===== config.mk =====
export PLATFORM = sky130hd
export DESIGN_NAME = burst_fft_sequencer
export DESIGN_NICKNAME = d
export VERILOG_FILES = /design/src/rtl/bfs_pkg.sv /design/src/rtl/bfs_load_ctl.sv /design/src/rtl/bfs_eng_ctl.sv /design/src/rtl/bfs_unload_ctl.sv /design/src/rtl/burst_fft_sequencer.sv
export SDC_FILE = /design/constraint.sdc
export NUM_CORES = 1
export LEC_CHECK = 0
export CAP_MARGIN = 5
export CORE_ASPECT_RATIO = 0.6
export CORE_MARGIN = 2
export CORE_UTILIZATION = 50
export DETAILED_ROUTE_END_ITERATION = 16
export DONT_BUFFER_PORTS = 1
export SLEW_MARGIN = 20
export SYNTH_ARGS = -nofsm -noshare
export SYNTH_HDL_FRONTEND = slang
export SYNTH_SLANG_ARGS = --single-unit

===== constraint.sdc =====
create_clock -name clk -period 11.6 [get_ports clk]
set_input_delay 1.74 -clock clk [delete_from_list [all_inputs] [get_ports clk]]
set_output_delay 1.74 -clock clk [all_outputs]
set_load 0.02 [all_outputs]

===== src/rtl/bfs_pkg.sv =====
package bfs_pkg;

    localparam int PKG_AW = 16;
    localparam int PKG_LW = 5;

    typedef enum logic [1:0] {
        L_IDLE = 2'd0,
        L_LOAD = 2'd1,
        L_FULL = 2'd2
    } load_st_e;

    typedef enum logic {
        E_IDLE = 1'b0,
        E_RUN  = 1'b1
    } eng_st_e;

    typedef enum logic {
        U_IDLE = 1'b0,
        U_RUN  = 1'b1
    } unl_st_e;

    typedef struct packed {
        logic [PKG_LW-1:0] log2n;
        logic              digrev;
    } frame_cfg_t;

    function automatic logic [PKG_LW-1:0] clamp_log2(
        input logic [PKG_LW-1:0] v, input int lo, input int hi);
        if (int'(v) < lo)      return PKG_LW'(lo);
        else if (int'(v) > hi) return PKG_LW'(hi);
        else                   return v;
    endfunction

    function automatic logic [PKG_AW-1:0] last_idx(input logic [PKG_LW-1:0] l2);
        return {PKG_AW{1'b1}} >> (PKG_AW - int'(l2));
    endfunction

    function automatic logic [PKG_AW-1:0] digit_rev(
        input logic [PKG_AW-1:0] idx, input logic [PKG_LW-1:0] l2);
        logic [PKG_AW-1:0] r;
        logic [PKG_AW-1:0] x;
        r = '0;
        x = idx;
        for (int i = 0; i < PKG_AW / 2; i++) begin
            if (2 * i + 2 <= int'(l2)) begin
                r = {r[PKG_AW-3:0], x[1:0]};
                x = x >> 2;
            end else if (2 * i + 1 == int'(l2)) begin
                r = {r[PKG_AW-2:0], x[0]};
                x = x >> 1;
            end
        end
        return r;
    endfunction

endpackage


===== src/rtl/bfs_load_ctl.sv =====
module bfs_load_ctl
    import bfs_pkg::*;
#(
    parameter int AW       = 16,
    parameter int MIN_LOG2 = 6,
    parameter int MAX_LOG2 = 16
) (
    input  logic              clk,
    input  logic              rst,
    input  logic              start_ok,
    input  logic [PKG_LW-1:0] log2n_in,
    input  logic              digrev_in,
    input  logic              in_valid,
    input  logic              release_go,
    output logic              idle,
    output logic              full,
    output logic              ready,
    output logic              we,
    output logic [AW-1:0]     waddr,
    output frame_cfg_t        cfg
);

    load_st_e      state;
    logic [AW-1:0] cnt;
    logic [AW-1:0] lim;

    assign lim   = AW'(last_idx(cfg.log2n));
    assign idle  = (state == L_IDLE);
    assign full  = (state == L_FULL);
    assign ready = (state == L_LOAD);
    assign we    = ready && in_valid;
    assign waddr = cnt;

    always_ff @(posedge clk) begin
        if (rst) begin
            state <= L_IDLE;
            cnt   <= '0;
            cfg   <= '0;
        end else begin
            case (state)
                L_IDLE: begin
                    if (start_ok) begin
                        state     <= L_LOAD;
                        cnt       <= '0;
                        cfg.log2n <= clamp_log2(log2n_in, MIN_LOG2, MAX_LOG2);
                        cfg.digrev <= digrev_in;
                    end
                end
                L_LOAD: begin
                    if (in_valid) begin
                        if (cnt == lim) begin
                            state <= L_FULL;
                            cnt   <= '0;
                        end else begin
                            cnt <= cnt + 1'b1;
                        end
                    end
                end
                L_FULL: begin
                    if (release_go) state <= L_IDLE;
                end
                default: state <= L_IDLE;
            endcase
        end
    end

    AST_LOAD_IDX_RANGE: assert property (@(posedge clk) disable iff (rst)
        ready |-> (cnt <= lim)) else $error("load index past frame end");

    AST_SIZE_HELD: assert property (@(posedge clk) disable iff (rst)
        (ready && $past(ready)) |-> $stable(cfg)) else $error("size changed mid-load");

endmodule


===== src/rtl/bfs_eng_ctl.sv =====
module bfs_eng_ctl
    import bfs_pkg::*;
(
    input  logic clk,
    input  logic rst,
    input  logic go,
    input  logic done_in,
    output logic busy,
    output logic done_ok
);

    eng_st_e state;

    assign busy    = (state == E_RUN);
    assign done_ok = busy && done_in;

    always_ff @(posedge clk) begin
        if (rst) begin
            state <= E_IDLE;
        end else begin
            case (state)
                E_IDLE:  if (go)      state <= E_RUN;
                E_RUN:   if (done_in) state <= E_IDLE;
                default: state <= E_IDLE;
            endcase
        end
    end

    AST_GO_WHEN_FREE: assert property (@(posedge clk) disable iff (rst)
        go |-> !busy) else $error("engine started twice");

endmodule


===== src/rtl/bfs_unload_ctl.sv =====
module bfs_unload_ctl
    import bfs_pkg::*;
#(
    parameter int AW = 16
) (
    input  logic          clk,
    input  logic          rst,
    input  logic          launch,
    input  frame_cfg_t    cfg_in,
    output logic          active,
    output logic          digrev,
    output logic          valid,
    output logic [AW-1:0] index,
    output logic [AW-1:0] raddr
);

    unl_st_e       state;
    frame_cfg_t    cfg;
    logic [AW-1:0] cnt;
    logic [AW-1:0] lim;
    logic [AW-1:0] rev;

    assign lim    = AW'(last_idx(cfg.log2n));
    assign rev    = AW'(digit_rev(PKG_AW'(cnt), cfg.log2n));
    assign active = (state == U_RUN);
    assign digrev = cfg.digrev;
    assign valid  = active;
    assign index  = cfg.digrev ? rev : cnt;
    assign raddr  = cfg.digrev ? cnt : rev;

    always_ff @(posedge clk) begin
        if (rst) begin
            state <= U_IDLE;
            cfg   <= '0;
            cnt   <= '0;
        end else begin
            case (state)
                U_IDLE: begin
                    if (launch) begin
                        state <= U_RUN;
                        cfg   <= cfg_in;
                        cnt   <= '0;
                    end
                end
                U_RUN: begin
                    if (cnt == lim) begin
                        state <= U_IDLE;
                        cnt   <= '0;
                    end else begin
                        cnt <= cnt + 1'b1;
                    end
                end
                default: state <= U_IDLE;
            endcase
        end
    end

    AST_UNLOAD_IDX_RANGE: assert property (@(posedge clk) disable iff (rst)
        valid |-> (index <= lim && raddr <= lim)) else $error("unload index out of frame");

endmodule


===== src/rtl/burst_fft_sequencer.sv =====
module burst_fft_sequencer
    import bfs_pkg::*;
#(
    parameter int MIN_LOG2 = 6,
    parameter int MAX_LOG2 = 16
) (
    input  logic                clk,
    input  logic                rst,
    input  logic                start_i,
    input  logic [PKG_LW-1:0]   log2n_i,
    input  logic                out_digrev_i,
    input  logic                in_valid_i,
    input  logic                eng_done_i,
    output logic                load_ready_o,
    output logic                mem_we_o,
    output logic [MAX_LOG2-1:0] mem_waddr_o,
    output logic                mem_re_o,
    output logic [MAX_LOG2-1:0] mem_raddr_o,
    output logic                out_valid_o,
    output logic [MAX_LOG2-1:0] out_index_o,
    output logic                eng_start_o
);

    localparam int AW = MAX_LOG2;

    logic       ld_idle, ld_full;
    logic       eng_busy, eng_done_ok;
    logic       unl_active, unl_digrev;
    logic       start_ok;
    frame_cfg_t ld_cfg;

    assign start_ok    = start_i && ld_idle && !eng_busy && (!unl_active || unl_digrev);
    assign eng_start_o = ld_full && !eng_busy && !unl_active;
    assign mem_re_o    = out_valid_o;

    bfs_load_ctl #(.AW(AW), .MIN_LOG2(MIN_LOG2), .MAX_LOG2(MAX_LOG2)) u_load (
        .clk        (clk),
        .rst        (rst),
        .start_ok   (start_ok),
        .log2n_in   (log2n_i),
        .digrev_in  (out_digrev_i),
        .in_valid   (in_valid_i),
        .release_go (eng_start_o),
        .idle       (ld_idle),
        .full       (ld_full),
        .ready      (load_ready_o),
        .we         (mem_we_o),
        .waddr      (mem_waddr_o),
        .cfg        (ld_cfg)
    );

    bfs_eng_ctl u_eng (
        .clk     (clk),
        .rst     (rst),
        .go      (eng_start_o),
        .done_in (eng_done_i),
        .busy    (eng_busy),
        .done_ok (eng_done_ok)
    );

    bfs_unload_ctl #(.AW(AW)) u_unl (
        .clk    (clk),
        .rst    (rst),
        .launch (eng_done_ok),
        .cfg_in (ld_cfg),
        .active (unl_active),
        .digrev (unl_digrev),
        .valid  (out_valid_o),
        .index  (out_index_o),
        .raddr  (mem_raddr_o)
    );

    AST_COMPUTE_LOCKOUT: assert property (@(posedge clk) disable iff (rst)
        eng_busy |-> (!load_ready_o && !mem_we_o && !out_valid_o)) else $error("I/O during compute");

    AST_START_ONE_SHOT: assert property (@(posedge clk) disable iff (rst)
        eng_start_o |=> !eng_start_o) else $error("engine start longer than one cycle");

    AST_UNLOAD_AFTER_DONE: assert property (@(posedge clk) disable iff (rst)
        $rose(out_valid_o) |-> $past(eng_done_i)) else $error("unload began without done");

    AST_OVERLAP_SAFE: assert property (@(posedge clk) disable iff (rst)
        (mem_we_o && out_valid_o) |-> (mem_waddr_o <= mem_raddr_o)) else $error("slot overwritten before read");

    AST_NATURAL_NO_OVERLAP: assert property (@(posedge clk) disable iff (rst)
        (mem_we_o && out_valid_o) |-> unl_digrev) else $error("overlap in natural order");

endmodule


==> metrics.csv, run 1 <==
metric,value,unit
worst-setup-path-type,register to output pin,
yosys_register_bits,48,
combPwrFrac,15.0,%
worstMarginPinSlew,1150,ps
post-place-ws,4850,ps
layout_setup_ws,4150,ps
cts_root_buf,clkbuf_16,
status,"complete, no violations",
synth_area,6720,sq um
syn_nets,1023,
skew,3.40,ps
share_seq_of_total_power,45.7,%
timing.rr.end,u_unl.cnt[12]$_SDFFE_PP0P_,
vias,8234,
cts_hold_buf,0,
grt_antenna_before_repair,0,
crit_arrival,5710,ps
first_iter_violations,1315,
ys_seq_area_share,14.3,%
whs_endpoint,u_unl.digrev$_SDFFE_PP0P_,
grtUsageTotal,35.5,%
slew_headroom,22.5,%
pwr-share-clk,39.3,%
hold_path_class,register to register,
synthMostInstantiatedCell,nor2_1,
cts.sinks,48,
synth_top_family_by_area,compound AO/OA/AOI/OAI gates,
wire_per_inst,23.8,um
detail-route-antenna-nets,0,
final_area,6820,sq um
timing.final.crit_share,64.2,%
multi_input_area,5340,sq um
postSynthCellCount,1004,
max_stage_delay,760,ps
setup_viol,0,
first_pass_iters,8,
die-area,14400,sq um
synth_largest_area_cell,dfxtp_1,
synth-simple-area-share,32.4,%
cts_setup_buffers,0,
synth_fa_ha_area_share,1.49,%
startpoint_type,register,
nNetsFinal,959,
power.leakage,0.00230,uW
grt_first_pass_wirelength,40900,um
seq_area,961,sq um
io_buffers,0,
gp_congestion,1.02,
drv_cap,0,
nFillCells,1278,
diodes,0,
powerDensity,55.5,nW/um^2
p_switching,105,uW
grt_pass1_vias,7054,
cp_cell_sequence,ha_1 -> or4b_1 -> nand3_2 -> nor3_1 -> a221oi_1 -> o21ai_1 -> nor3_1 -> o21ai_0 -> nor3_2 -> o22ai_1 -> o31ai_1 -> mux2i_1,
placed_area,6660,sq um
critPathRequiredTime,9860,ps
worst_path_max_delay_cell,dfxtp_1,
maxSlewViolCount,0,
rows,32,
drc,0,
endpoint_kind,output pin,
rsz0062_at_grt,false,
async_flop_share,0,%
netlist_top_cells_area,"dfxtp_1, nor2_1, a21oi_1, nor3_1, nand2_1",
finalWorstPathRequiredPeriod,7450,ps
ir_worst_vdd,0.0642,mV
syn2layout_area_growth,1.38,%
via_per_inst,7.42,
start_util,51.8,%
wl,26400,um
clk_pin_slew,60,ps
r2r_cells,15,
grt_max_degree,36,
min_path_cells,2,
cpMostUsedCell,nor3_1,
synth_edf_count,0,
synth-compound-area-share,38.4,%
finalSetupTns,0,ps
core_area,13000,sq um
power.internal,273,uW
synthXorXnorAreaFrac,4.17,%
power_switching_share,27.8,%
cts_made_buffers,5,
clock_path_buffers,2,
avgSynthCellArea,6.70,sq um
grt-ovfl-total,0,
cts_tree,built,
reg2reg_slack,7090,ps
yosys-top-cells-count,"nor2_1, a21oi_1, nand2_1",
die_y,93.8,um
utilization,52.5,%
fmax,0.134,GHz
synth_top_flop_cell,dfxtp_1,
clock_latency,290,ps
hold_violations,0,
synth.area.mux_share,2.72,%
crit_fanout,20,
hold_start,u_load.cfg[0]$_SDFFE_PP0P_,
ys_warn_count,0,
ios,64,
dp_hpwl,19700,um
cts_resized,0,
r2r_start,u_unl.cfg[1]$_SDFFE_PP0P_,
htree_levels,2,
dieWidth,154,um
ys_types,90,
synthDominantCellAreaShare,14.3,%
drive_gt1_share,6.49,%
==> layout make-up <==
type / instances / share of cell area, %
sequential: 48 / 14.1
clock inverter: 1 / 0.129
timing repair buffer: 11 / 1.21
inverter: 18 / 0.991
clock buffer: 6 / 2.04
tap: 170 / 3.12
multi-input combinational: 856 / 78.4
==> layout by cell type (no fill, tap or decap), drive strengths merged, types with 12 or more instances in the layout <==
master,instances
a211oi,18
mux2i,16
a31oi,16
o211ai,18
a2111oi,14
nor4,14
xnor2,15
o21ai,73
a21oi,90
nor3,75
o31ai,18
nor2,142
nand4,12
inv,18
nor3b,12
nor2b,21
o22ai,14
dfxtp,48
xor2,17
nand2,85
and3,16
nand3,25
a22oi,17
==> critical path, delay by kind of cell (launching register included) <==
kind            cells  cell delay, ps
compound gates      5            1520
mux                 1             320
fa+ha+maj           1             510
simple gates        5            2300
flops               1             760
==> kinds of logic (layout without fill, tap and decap cells) <==
group,count (synthesis),count (layout)
muxes,18,18
adders and majority gates,8,8
xor gates and xnor gates,32,32
DFF,48,48
AOI/OAI and AO/OA,358,358
and+or+nand+nor,440,440
buffers and inverters,100,36
==> registers in the layout, indices dropped and copies added (netlist names) <==
name and flops:
u_eng.busy 1, u_load.cfg 6, u_load.state 2, u_load.waddr 16, u_unl.active 1, u_unl.cfg 5
u_unl.cnt 16, u_unl.digrev 1
==> power by group through the flow <==
| stage | sequential [uW] | clock [uW] | combinational (uW) |
|---|---|---|---|
| finish | 173 | 149 | 56.8 |
| global route | 173 | 158 | 63.4 |
| CTS | 173 | 151 | 55.1 |
| detailed placement | 176 | 0 | 54.8 |
| global placement | 176 | 0 | 52.7 |
| floorplan | 174 | 0 | 47.1 |
==> worst max path at each step <==
stage / startpoint / end / slack (ps) / depth (start not counted)
after CTS: u_unl.cfg[1]$_SDFFE_PP0P_ / out_index_o[0] / 4520 / 12
after floorplan: u_unl.cfg[1]$_SDFFE_PP0P_ / out_index_o[4] / 5970 / 17
after global routing: u_unl.cfg[1]$_SDFFE_PP0P_ / out_index_o[0] / 4050 / 12
final: u_unl.cfg[1]$_SDFFE_PP0P_ / out_index_o[0] / 4150 / 12
after global placement: u_unl.cfg[1]$_SDFFE_PP0P_ / out_index_o[4] / 5050 / 13
after detailed placement: u_unl.cfg[1]$_SDFFE_PP0P_ / out_index_o[0] / 4850 / 12
==> routing by layer <==
layer | up-vias | global-route usage, % | part of all wire (%)
li1 | 3678 | - | -
met1 | 3879 | 55.0 | 46
met2 | 616 | 47.1 | 37
met3 | 59 | 11.5 | 15
met4 | 2 | 4.20 | 1.4
met5 | - | 4.03 | 0.28
==> per-stage QoR <==
| step | total power (uW) | hold WS, ps | std cells |
|---|---|---|---|
| after CTS | 379 | 505 | 1109 |
| after global routing | 394 | 527 | 1110 |
| after floorplan | 221 | 460 | 1004 |
| after global placement | 229 | 470 | 1102 |
| final | 379 | 499 | 1110 |
| after detailed placement | 231 | 494 | 1102 |
(Power assumes the default switching activity.)
==> run 2: changes to the inputs <==
- ABC_AREA: default -> 1
- PLACE_DENSITY: default -> 0.68
- clock period: 11.6 -> 6.7 ns (I/O delays scaled with it)
==> metrics.csv, run 2 <==
metric,value,unit,change
status,"complete, no violations",,
worstMarginPinSlew,1090,ps,-53.9 ps
finalWorstPathRequiredPeriod,4980,ps,
synthMostInstantiatedCell,nand2_1,,
synth_area,6450,sq um,-4.1%
grt_max_degree,35,,-2.8%
worst_path_max_delay_cell,ha_1,,
cts_hold_buf,0,,unchanged
cts_tree,built,,
drc,0,,unchanged
clock_latency,300,ps,about the same
clk_pin_slew,80,ps,+20 ps
wl,18900,um,-28%
first_iter_violations,743,,-43%
crit_fanout,17,,-15%
dp_hpwl,15200,um,-23%
cpMostUsedCell,nand2_1,,
startpoint_type,register,,
cts_resized,0,,unchanged
yosys-top-cells-count,"nand2_1, inv_1, nand3_1",,
max_stage_delay,590,ps,-170 ps
final_common_cell,nand2_1,,
io_buffers,0,,unchanged
grt_first_pass_wirelength,31200,um,-24%
yosys_register_bits,48,,unchanged
ios,64,,unchanged
skew,11.1,ps,+7.74 ps
ys_seq_area_share,14.9,%,+0.61 points
timing.final.crit_share,74.3,%,
power.leakage,0.00326,uW,+42%
via_per_inst,5.51,,-26%
multi_input_area,4700,sq um,-12%
clock_path_buffers,2,,unchanged
powerDensity,110,nW/um^2,+98%
maxSlewViolCount,0,,unchanged
rows,32,,unchanged
cts_setup_buffers,0,,unchanged
hold_path_class,register to register,,
crit_arrival,3980,ps,-1730 ps
htree_levels,2,,unchanged
cts_root_buf,clkbuf_16,,
start_util,50.6,%,-1.2 points
power,713,uW,+88%
drive_gt1_share,10.3,%,+3.8 points
hold_violations,0,,unchanged
postSynthCellCount,1146,,+14%
endpoint_kind,output pin,,
grt-ovfl-total,0,,unchanged
final_cell_mix,"nand2_1, inv_1, nand3_1, nor2_1, nand3_2",,
synth_largest_area_cell,nand2_1,,
wire_per_inst,14.8,um,-38%
drv_cap,0,,unchanged
seq_area,961,sq um,unchanged
netlist_top_cells_area,"nand2_1, dfxtp_1, nand3_2, nand3_1, inv_1",,
vias,7043,,-14%
fmax,0.201,GHz,
gp_congestion,1.01,,-1.4%
synthDominantCellAreaShare,28.0,%,+14 points
critPathRequiredTime,5690,ps,-4170 ps
diodes,0,,unchanged
slew_headroom,27.2,%,+4.7 points
nNetsFinal,1126,,+17%
async_flop_share,0,%,unchanged
die_y,92.0,um,-2.0%
grt_antenna_before_repair,0,,unchanged
dieWidth,151,um,-2.0%
avgSynthCellArea,5.63,sq um,-16%
cts.sinks,48,,unchanged
ys_warn_count,0,,unchanged
finalSetupTns,0,ps,unchanged
reg2reg_slack,2730,ps,-4360 ps
first_pass_iters,5,,-3
grtUsageTotal,28.0,%,-7.5 points
ir_worst_vdd,0.107,mV,+66%
ys_types,48,,-47%
cts_made_buffers,5,,unchanged
synth_top_flop_cell,dfxtp_1,,
syn_nets,1165,,+14%
synth_edf_count,0,,unchanged
path_buf_inv,0,,unchanged
die-area,13900,sq um,-3.9%
cp_cell_sequence,ha_1 -> nand3_1 -> nand2_1 -> nand3_1 -> nand2_1 -> nand2_1 -> nand3_1 -> nand2_1 -> nand3_1 -> nand2_1 -> nand3_1 -> nand2_1 -> nand4_1 -> nand2_1 -> o211ai_1 -> nand3_1 -> o21ai_1,,
rsz0062_at_grt,false,,
detail-route-antenna-nets,0,,unchanged
nFillCells,1343,,+5.1%
grt_pass1_vias,5915,,-16%
core_area,12700,sq um,-1.9%
syn2layout_area_growth,0.660,%,
setup_viol,0,,unchanged
worst-setup-path-type,register to output pin,,
critical_path.top_delay_family,simple AND/OR/NAND/NOR gates,,
==> run 2: cell types whose count changed after synthesis, moves of 44 or more <==
cell / delta
inv_1: +86
nand3_2: +52
nand2_1: +396
nor2_1: -66
nor3_1: -51
clkbuf_1: -45
nand3_1: +59
a21oi_1: -44
==> run 2: final cells by class <==
type                            instances  area share, %
Multi-Input combinational cell        937           72.4
Clock buffer                            5           1.93
Timing Repair Buffer                    4          0.463
Tap cell                              170           3.28
Inverter                              111           6.46
Sequential cell                        48           14.8
Clock inverter                          3          0.713
==> run 2: final timing paths <==
check,start,endpoint,depth (start not counted)
min reg2reg,u_load.cfg[2]$_SDFFE_PP0P_,u_load.cfg[2]$_SDFFE_PP0P_,2
max reg2reg,u_unl.digrev$_SDFFE_PP0P_,u_load.waddr[13]$_SDFFE_PP0P_,13
max,u_unl.cfg[1]$_SDFFE_PP0P_,mem_raddr_o[0],17
min,u_load.cfg[2]$_SDFFE_PP0P_,u_load.cfg[2]$_SDFFE_PP0P_,2
==> run 2: cells by family after synthesis <==
kind of cell,Yosys count,synth area share (%)
simple gates,776,55.6
fa+ha+maj,8,1.55
xor+xnor,39,5.30
buf+inv,161,12.4
flops,48,14.9
compound gates,114,10.3
==> run 2: metal layers <==
metal / GRT usage (%) / vias to the layer above / wire (um)
met5: 0 / - / 0
met4: 2.65 / 0 / 99
met3: 9.40 / 10 / 2340
met2: 33.0 / 329 / 6340
met1: 47.2 / 3122 / 10100
li1: - / 3582 / -
==> run 2: tightest hold or removal path: stages, from the launching register on <==
cell,delay [ps]
dfxtp_1,330
nand2_1,60
a21oi_1,60
==> run 2: power breakdown <==
| part | total [uW] | switching, uW | internal (uW) |
|---|---|---|---|
| registers | 293 | 3.99 | 289 |
| clock network | 301 | 123 | 178 |
| logic | 120 | 82.5 | 37.0 |
| total | 713 | 209 | 503 |
==> run 2: metrics by stage <==
step	setup slack, ps	area [sq um]	utilization, %	hold WS [ps]	std cells
2_1_floorplan	3040	6450	-	458	1146
3_3_place_gp	2240	6320	49.6	474	1270
3_5_place_dp	2140	6320	49.6	477	1270
4_1_cts	1820	6490	51.0	489	1278
5_1_grt	1280	6490	51.0	517	1278
6_report	1720	6490	51.0	492	1278
==> run 3: changes to the inputs <==
- PLACE_DENSITY: 0.68 -> default
- clock period: 6.7 -> 4.61 ns (I/O delays scaled with it)
==> metrics.csv, run 3 (same netlist as run 2, synthesis figures left out) <==
metric,value,unit,change
grtUsageTotal,29.1,%,+1.1 points
crit_arrival,3610,ps,-370 ps
grt_max_degree,34,,-2.9%
route.met2.wl,6720,um,+6.0%
first_pass_iters,5,,unchanged
wire_per_inst,15.4,um,+3.9%
multi_input_area,4740,sq um,+1.0%
holdWs,461,ps,-30.9 ps
powerDensity,148,nW/um^2,+35%
clock_latency,300,ps,about the same
wl_met1,10800,um,+6.2%
nFillCells,1368,,+1.9%
maxSlewViolCount,0,,unchanged
die_y,92.0,um,unchanged
grt-ovfl-total,0,,unchanged
via_per_inst,5.51,,about the same
syn2layout_area_growth,3.14,%,
worst_path_max_delay_cell,dfxtp_1,,
start_util,50.6,%,unchanged
setup_viol,0,,unchanged
worst-setup-path-type,register to output pin,,
vias,7133,,+1.3%
grt_first_pass_wirelength,32200,um,+3.3%
drv_cap,0,,unchanged
met3WireLength,2370,um,+1.6%
wl,19900,um,+5.3%
grt_pass1_vias,5964,,+0.83%
rows,32,,unchanged
first_iter_violations,640,,-14%
clock_path_buffers,2,,unchanged
worstMarginPinSlew,985,ps,-106 ps
drc,0,,unchanged
dieWidth,151,um,unchanged
cp_cell_sequence,inv_1 -> ha_1 -> inv_1 -> nand2_1 -> nor2_8 -> buf_4 -> nand3_1 -> nand2_1 -> nand2_1 -> nand3_1 -> nand2_1 -> nand3_1 -> nand2_1 -> nand3_1 -> nand2_1 -> nand3_2 -> nand2_1 -> nand3_2 -> nand2_1 -> nand3_2 -> nand2_1 -> nand3_1 -> nand2_1 -> o21ai_1,,
seq_area,961,sq um,unchanged
nNetsFinal,1143,,+1.5%
die-area,13900,sq um,unchanged
hold_path_class,input pin to register,,
drive_gt1_share,12.6,%,+2.3 points
power,987,uW,+38%
timing.final.crit_share,93.3,%,
cts_made_buffers,5,,unchanged
gp_congestion,0.954,,-5.2%
dp_hpwl,16100,um,+6.2%
max_stage_delay,450,ps,-140 ps
placed_area,6420,sq um,+1.5%
cts.sinks,48,,unchanged
final_common_cell,nand2_1,,
hold_violations,0,,unchanged
reg2reg_slack,1370,ps,-1360 ps
power.leakage,0.00334,uW,+2.6%
finalSetupTns,0,ps,unchanged
top_layer_used,met4,,
core_area,12700,sq um,unchanged
startpoint_type,register,,
cts_root_buf,clkbuf_16,,
ir_worst_vdd,0.165,mV,+55%
ios,64,,unchanged
htree_levels,2,,unchanged
grt_antenna_before_repair,0,,unchanged
status,"complete, no violations",,
io_buffers,0,,unchanged
crit_fanout,10,,-7
skew,7.91,ps,-3.23 ps
cts_tree,built,,
utilization,52.2,%,+1.3 points
final_area,6650,sq um,+2.5%
fmax,0.233,GHz,
cpMostUsedCell,nand2_1,,
slew_headroom,34.1,%,+6.9 points
detail-route-antenna-nets,0,,unchanged
endpoint_kind,output pin,,
finalWorstPathRequiredPeriod,4300,ps,
critPathRequiredTime,3920,ps,-1770 ps
final_cell_mix,"nand2_1, inv_1, nand3_1, nor2_1, nand3_2",,
diodes,0,,unchanged
clk_pin_slew,70,ps,about the same
==> run 3: path summary, 6_finish.rpt <==
kind | cells past startpoint | endpoint | from
worst min register to register | 2 | u_load.cfg[2]$_SDFFE_PP0P_ | u_load.cfg[2]$_SDFFE_PP0P_
worst max-delay path | 24 | out_index_o[8] | u_unl.cfg[1]$_SDFFE_PP0P_
worst max register to register | 17 | u_unl.cnt[6]$_SDFFE_PP0P_ | u_unl.cfg[1]$_SDFFE_PP0P_
worst min-delay path | 1 | u_unl.cnt[12]$_SDFFE_PP0P_ | rst
==> run 3: cell type report <==
cell class	instances	share of cell area, %
flip-flops and latches	48	14.4
well taps	170	3.20
clock inverters	2	0.207
clock buffers	6	2.09
inverters	111	6.36
multi-input cells	937	71.3
repair buffers	21	2.37
==> run 3: power breakdown <==
group / internal (uW) / leakage [uW] / total, uW / switching [uW]
Clock: 217 / 0.0000772 / 390 / 172
Combinational: 54.8 / 0.00288 / 172 / 117
Sequential: 419 / 0.000388 / 425 / 5.63
Total: 692 / 0.00334 / 987 / 295
==> run 3: routing by layer <==
layer  up-vias  track usage [%]
li1       3620                -
met1      3193             49.3
met2       313             35.5
met3         7             8.56
met4         0             1.71
met5         -                0
==> run 3: stage by stage <==
step | worst slack (ps) | instances
2_1_floorplan | 1260 | 1146
3_3_place_gp | 498 | 1283
3_5_place_dp | 383 | 1283
4_1_cts | 64.4 | 1291
5_1_grt | -12.8 | 1295
6_report | 309 | 1295
==> run 3: timing repair <==
item / in CTS / in global routing
hold buffers: 0 / 0
buffers inserted: 0 / 4
gates resized for setup: 0 / 15
endpoints found under the setup margin: 0 / 28
==> run 3: worst max-delay path, delay by kind of cell, from the launching register on <==
kind,cells,cell delay (ps)
and+or+nand+nor,19,2070
DFF,1,450
buffers and inverters,3,370
AOI/OAI and AO/OA,1,240
adders and majority gates,1,200
